$ cat src/rtl/addr_ctr_pkg.sv
package addr_ctr_pkg;
  typedef enum logic [1:0] {
    SRC_HOLD = 2'd0,
    SRC_INC  = 2'd1,
    SRC_EXT  = 2'd2,
    SRC_ZERO = 2'd3
  } src_e;
endpackage

$ cat src/rtl/addr_ctr_sel.sv
module addr_ctr_sel
  import addr_ctr_pkg::*;
(
  input  logic clr_ni,
  input  logic load_ni,
  input  logic adv_ni,
  output src_e src_o
);
  // clear > load > advance > hold
  always_comb begin
    if (!clr_ni)       src_o = SRC_ZERO;
    else if (!load_ni) src_o = SRC_EXT;
    else if (!adv_ni)  src_o = SRC_INC;
    else               src_o = SRC_HOLD;
  end
endmodule

$ cat src/rtl/addr_ctr_next.sv
module addr_ctr_next
  import addr_ctr_pkg::*;
#(
  parameter int unsigned ADDR_W = 15
) (
  input  src_e              src_i,
  input  logic [ADDR_W-1:0] cur_i,
  input  logic [ADDR_W-1:0] ext_i,
  output logic [ADDR_W-1:0] nxt_o
);
  localparam logic [ADDR_W-1:0] ONE = {{(ADDR_W-1){1'b0}}, 1'b1};

  logic [ADDR_W-1:0] inc;
  assign inc = cur_i + ONE;  // natural wrap at top

  always_comb begin
    unique case (src_i)
      SRC_ZERO: nxt_o = '0;
      SRC_EXT:  nxt_o = ext_i;
      SRC_INC:  nxt_o = inc;
      default:  nxt_o = cur_i;
    endcase
  end
endmodule

$ cat src/rtl/addr_ctr_reg.sv
module addr_ctr_reg #(
  parameter int unsigned ADDR_W = 15
) (
  input  logic              clk_i,
  input  logic              rst_ni,
  input  logic [ADDR_W-1:0] d_i,
  output logic [ADDR_W-1:0] q_o
);
  always_ff @(posedge clk_i or negedge rst_ni) begin
    if (!rst_ni) q_o <= '0;
    else         q_o <= d_i;
  end
endmodule

$ cat src/rtl/burst_addr_ctr.sv
module burst_addr_ctr
  import addr_ctr_pkg::*;
#(
  parameter int unsigned ADDR_W = 15
) (
  input  logic              clk_i,
  input  logic              rst_ni,
  input  logic [ADDR_W-1:0] ext_addr_i,
  input  logic              load_ni,
  input  logic              adv_ni,
  input  logic              clr_ni,
  output logic [ADDR_W-1:0] addr_o
);
  src_e              src;
  logic [ADDR_W-1:0] nxt;

  addr_ctr_sel u_sel (
    .clr_ni  (clr_ni),
    .load_ni (load_ni),
    .adv_ni  (adv_ni),
    .src_o   (src)
  );

  addr_ctr_next #(.ADDR_W(ADDR_W)) u_next (
    .src_i (src),
    .cur_i (addr_o),
    .ext_i (ext_addr_i),
    .nxt_o (nxt)
  );

  addr_ctr_reg #(.ADDR_W(ADDR_W)) u_reg (
    .clk_i  (clk_i),
    .rst_ni (rst_ni),
    .d_i    (nxt),
    .q_o    (addr_o)
  );
endmodule

$ cat config.mk
export PLATFORM = sky130hd
export DESIGN_NAME = burst_addr_ctr
export DESIGN_NICKNAME = d
export VERILOG_FILES = /design/src/rtl/addr_ctr_pkg.sv /design/src/rtl/addr_ctr_sel.sv /design/src/rtl/addr_ctr_next.sv /design/src/rtl/addr_ctr_reg.sv /design/src/rtl/burst_addr_ctr.sv
export SDC_FILE = /design/constraint.sdc
export NUM_CORES = 1
export LEC_CHECK = 0
export BUFFER_PORTS_ARGS = -buffer_cell sky130_fd_sc_hd__buf_2
export CAP_MARGIN = 25
export CORE_ASPECT_RATIO = 0.7
export CORE_MARGIN = 10
export CORE_UTILIZATION = 43
export CTS_CLUSTER_DIAMETER = 120
export DETAILED_ROUTE_END_ITERATION = 8
export PLACE_DENSITY = 0.77
export SLEW_MARGIN = 20
export SYNTH_ARGS = -nofsm -noshare
export SYNTH_HDL_FRONTEND = slang
export SYNTH_SLANG_ARGS = --single-unit
$ cat constraint.sdc
create_clock -name clk_i -period 1.5 [get_ports clk_i]
set_input_delay 0.3 -clock clk_i [delete_from_list [all_inputs] [get_ports clk_i]]
set_output_delay 0.3 -clock clk_i [all_outputs]
set_load 0.05 [all_outputs]
=== After elaboration in Yosys (flattened, before gate mapping) ===
Index checks and enable logic that the tools add are counted.

* Reduce and logical (&&, ||, !) cells: 1
* Multiplexer cells: 4
* Add/subtract/negate cells: 1
* Equal/unequal tests: 3

{| class="wikitable"
|+ Operators by type and width
! cell !! count
|-
| 15-bit case mux with 3 select lines || 1
|-
| 15-bit by 1-bit adder with 15-bit output (second input constant) || 1
|-
| 2-bit equality test (second input constant) || 2
|-
| 2-bit two-way mux || 2
|-
| 3-bit nonzero test || 1
|-
| 2-bit by 1-bit equality test with 1-bit output (second input constant) || 1
|-
| 1-bit two-way mux || 1
|}

* Flip-flop bits (word level): 15
* Bits of input ports: 20
* Word-level logic and storage cells: 10

=== Logic depth before layout (Yosys ltp) ===
* Depth in word-level cells: 5
* Depth in mapped cells: 5
* Gate-level depth less buffers: 5

=== Cells and area by module ===
From an unflattened synthesis, not the netlist that was laid out.

* Cell total of the unflattened synthesis: 109
* Area total of the unflattened synthesis: 1011.0 sq um

{| class="wikitable"
|+ By module, submodules not included
! module !! seq. area each (sq um) !! cells each !! instances !! area each (sq um)
|-
| addr_ctr_next || 0.0 || 91 || 1 || 619.3
|-
| addr_ctr_reg || 375.4 || 15 || 1 || 375.4
|-
| addr_ctr_sel || 0.0 || 3 || 1 || 16.3
|}

=== Worst setup path before layout ===
Ideal clock, no wire load.

* Path kind: reg2reg
* Start: register u_reg.q_o[0]
* End: register u_reg.q_o[14]
* Buffers on the path: 0
* Setup time: 0.137 ns
* Cell stages (with the launch flop): 6
* Path slack: -0.324 ns
* Arrival: 1.687 ns
* Cells stage by stage: dfrtp_1 > ha_1 > nand3b_4 > nor4_2 > xnor2_1 > a21oi_1

* Longest elaborated chain between the ends: 2

{| class="wikitable"
|+ RTL lines
! item !! RTL line !! text
|-
| start: declaration || addr_ctr_reg.sv:7 || <nowiki>output logic [ADDR_W-1:0] q_o</nowiki>
|-
| start signal: assignment || addr_ctr_reg.sv:11 || <nowiki>else q_o <= d_i;</nowiki>
|-
| 15-bit by 1-bit adder with 15-bit output || addr_ctr_next.sv:14 || <nowiki>assign inc = cur_i + ONE;</nowiki>
|-
| 15-bit case mux with 3 select lines || addr_ctr_next.sv:17 || <nowiki>unique case (src_i)</nowiki>
|}

No other way between the ends.
A chain may end at the register's enable or synchronous reset.

=== Final worst setup path ===
* Start: register u_reg.q_o[9]
* End: output port addr_o[9]

{| class="wikitable"
|+ RTL lines
! item !! RTL line !! text
|-
| end: declaration || burst_addr_ctr.sv:12 || <nowiki>output logic [ADDR_W-1:0] addr_o</nowiki>
|}

No word-level cell between the ends.

==> results.md <==
- Fin. max-slew vios: 0
- CTS root buffer: clkbuf_4
- Syn Inst Count: 93
- Total grt overflow: 0
- Ports: 35
- Routed wire length: 2600 um
- Die footprint: 0.00451 mm^2
- Share of the synthesized area in the top cell type: 39.7%
- Core Region: 0.00212 mm^2
- Crit Reg-Reg Startpoint: u_reg.q_o[0]$_DFFE_PN0P_
- Sw Ratio: around 36%
- Tightest Hold Check Type: primary input to register
- P_sw: roughly 0.00036 W
- Post-DP HPWL: 1990 um
- Critical Path Source: u_reg.q_o[9]$_DFFE_PN0P_
- Peak supply drop: 0.433 mV
- Busiest grt layer: met2
- Area grow syn2layout: 33.2%
- DR iter-0 viols: 49
- Startpoint Class: register
- Static leakage: 0.612 nW
- First-pass GRT wire length: about 4600 um
- DRT Pass-1 Iters: 4
- Fin crit share: approximately 93%
- Nets@finish: 155
- Worst path slowest cell: dfrtp_1
- Top post-synthesis cells by area: dfrtp_1 (40%), xnor2_1 (7.4%), nor4_2 (6.6%), o21ai_0 (5.8%), a21oi_1 (5.3%)
- Share of flip-flops with an asynchronous set or reset: 100%
- Post-synthesis sequential element count: 15
- # port buffers: 34
- Met3 Usage GRT: 5.00%
- Setup TNS: 0 ps
- DR vias/cell: 5.38
- Layout cells sized above 1: 45.9%
- Std cell rows: 14
- Internal power: 0.000639 W
- Worst Path Required: 1200 ps
- RSZ-0062 raised after global routing: no
- Crit path largest cell delay: 500 ps
- Die width: 76.1 um
- Worst slew margin: 76.3%
- GPL Wtd Cong: 0.891
- Vias: 888
- CP Buf/Inv Count: 1
- CTS sink count: 15
- Crit end category: output port
- Final Setup Violations: 0
- Skew final: 3.72 ps
- M1 GR Usage: 15.4%
- CTS tree: done
- Met2 GRT Util: 19.6%
- Biggest regs: u_reg.q_o: 15 flops
- Worst hold start: ext_addr_i[2]
- Top cells by count, synth: dfrtp_1 (15), o21ai_0 (11), a21oi_1 (10)
- MaxCap Viol Count: 0
- Initial antenna violation count: 0
- Max reg flops: 15
- Min cycle time layout: 1400 ps
- Outcome: complete, no violations
- Most instantiated library cell after synthesis: dfrtp_1
- Bufs on Longest Clock Path: 2
- FMAX: between 0.7 and 0.8 GHz
- Most common flop cell mapped by yosys: dfrtp_1
- Post-Syn Area: 946 um^2
- Wire length per cell: 15.8 um
- Clock Power Share: 23.3%
- Worst-skew pair later-pin latency: ~280 ps
- CTS Buf Count: 3
- Pwr per Cell Area: slightly below 800 mW/mm^2
- Comb pwr share: roughly 29%
- Area after DPL: 0.00119 mm^2
- Sequential cell area fraction in the yosys report: between 30% and 40%
- Cell variety after synth: 27
- Initial Utilization: around 45%
- Setup CP Type: register to output port
- # diodes: 0
- Syn nets: 114
- Largest Register: u_reg.q_o
- CP max FO: 7
- DRC: 0
- H-tree Lvls: 1
- Post-Syn Area per Cell: 10.2 um^2
- Vias in the first global route: 926
- Worst Path Arrival: 1100 ps
- Delay-heaviest family, CP: flip-flops
- Largest net degree at the start of global routing: 17
- Final Hold Viols: 0
- GRT Overall Usage: approximately 12%
- Die height: 59.2 um
- EDFF count, synth: 0
- Synth Warn #: 0
- ANT nets after route: 0
- Cell taking the most area after synthesis: dfrtp_1
- Final Cell Area: 0.00126 mm^2
- Slew @ Worst Pin: about 360 ps
- Clock-pin transition on the worst setup and hold timing paths: 90 ps
- Sequential share of power: 47.6%
- Critical path cell sequence: buf_2
## placed cells by master (no fill, tap or decap), drive strengths merged
master,instances
ha,1
and3,1
nor2,4
o211a,3
buf,39
xnor2,8
a31oi,2
nand3b,1
nor2b,2
nand4,2
dfrtp,15
a21oi,10
o21a,1
clkbuf,4
nand2,5
and2,1
o21ai,11
a41oi,2
nand4b,1
dlygate4sd3,1
mux2i,1
a41o,3
inv,3
a311oi,2
xor2,2
nor4,5
nand3,3
## layer usage
metal | part of all wire (%) | vias up | wire length (um)
li1 | - | 433 | -
met1 | 48 | 421 | 1240
met2 | 46 | 32 | 1180
met3 | 6.5 | 2 | 168
met4 | 0.31 | 0 | 8
met5 | 0 | - | 0
## power groups by stage
stage               sequential (W)  combinational [W]  clock [W]
floorplan                 0.000581          0.0000836          0
global placement          0.000488           0.000268          0
detailed placement        0.000490           0.000272          0
CTS                       0.000483           0.000275   0.000241
global route              0.000483           0.000315   0.000266
finish                    0.000477           0.000292   0.000233
## final cells by class
cell class              instances  area (um^2)
clock buffers                   4         26.3
fillers                       191          860
inverters                       3         11.3
multi-input cells              71          566
flip-flops and latches         15          387
well taps                      32         40.0
repair buffers                 40          230
## repair_timing
action / CTS / global route
endpoints found under the setup margin: 0 / 1
resized for setup: 0 / 1
hold buffers: 1 / 0
endpoints found under the hold margin: 15 / 0
buffers inserted: 0 / 2
## cells by family after synthesis
| logic type | Yosys count | share of synthesized area, % |
|---|---|---|
| muxes | 1 | 1.06 |
| and+or+nand+nor | 25 | 22.0 |
| DFF | 15 | 39.7 |
| adders and majority gates | 1 | 1.32 |
| xor gates and xnor gates | 10 | 9.26 |
| buffers and inverters | 7 | 2.78 |
| AOI/OAI and AO/OA | 34 | 23.9 |
## metrics by stage
stage / std cells / util, % / power, W / setup WS [ps] / hold WS [ps]
floorplan: 93 / - / 0.000665 / -35.0 / 4.41
global placement: 158 / 56.0 / 0.000756 / 146 / 225
detailed placement: 158 / 56.0 / 0.000762 / 88.7 / 224
CTS: 163 / 57.7 / 0.000998 / 49.7 / 232
global route: 165 / 59.4 / 0.00106 / 13.4 / 228
finish: 165 / 59.4 / 0.00100 / 103 / 241
## final timing paths
path | endpoint | slack (ps) | cells past startpoint
worst max-delay path | addr_o[9] | 100 | 1
worst min register to register | u_reg.q_o[14]$_DFFE_PN0P_ | 590 | 2
max in group asynchronous | u_reg.q_o[6]$_DFFE_PN0P_ | 770 | 2
worst max register to register | u_reg.q_o[11]$_DFFE_PN0P_ | 140 | 5
min in group asynchronous | u_reg.q_o[8]$_DFFE_PN0P_ | 450 | 2
worst min-delay path | u_reg.q_o[2]$_DFFE_PN0P_ | 240 | 2
Power figures use the tool's default switching activity.
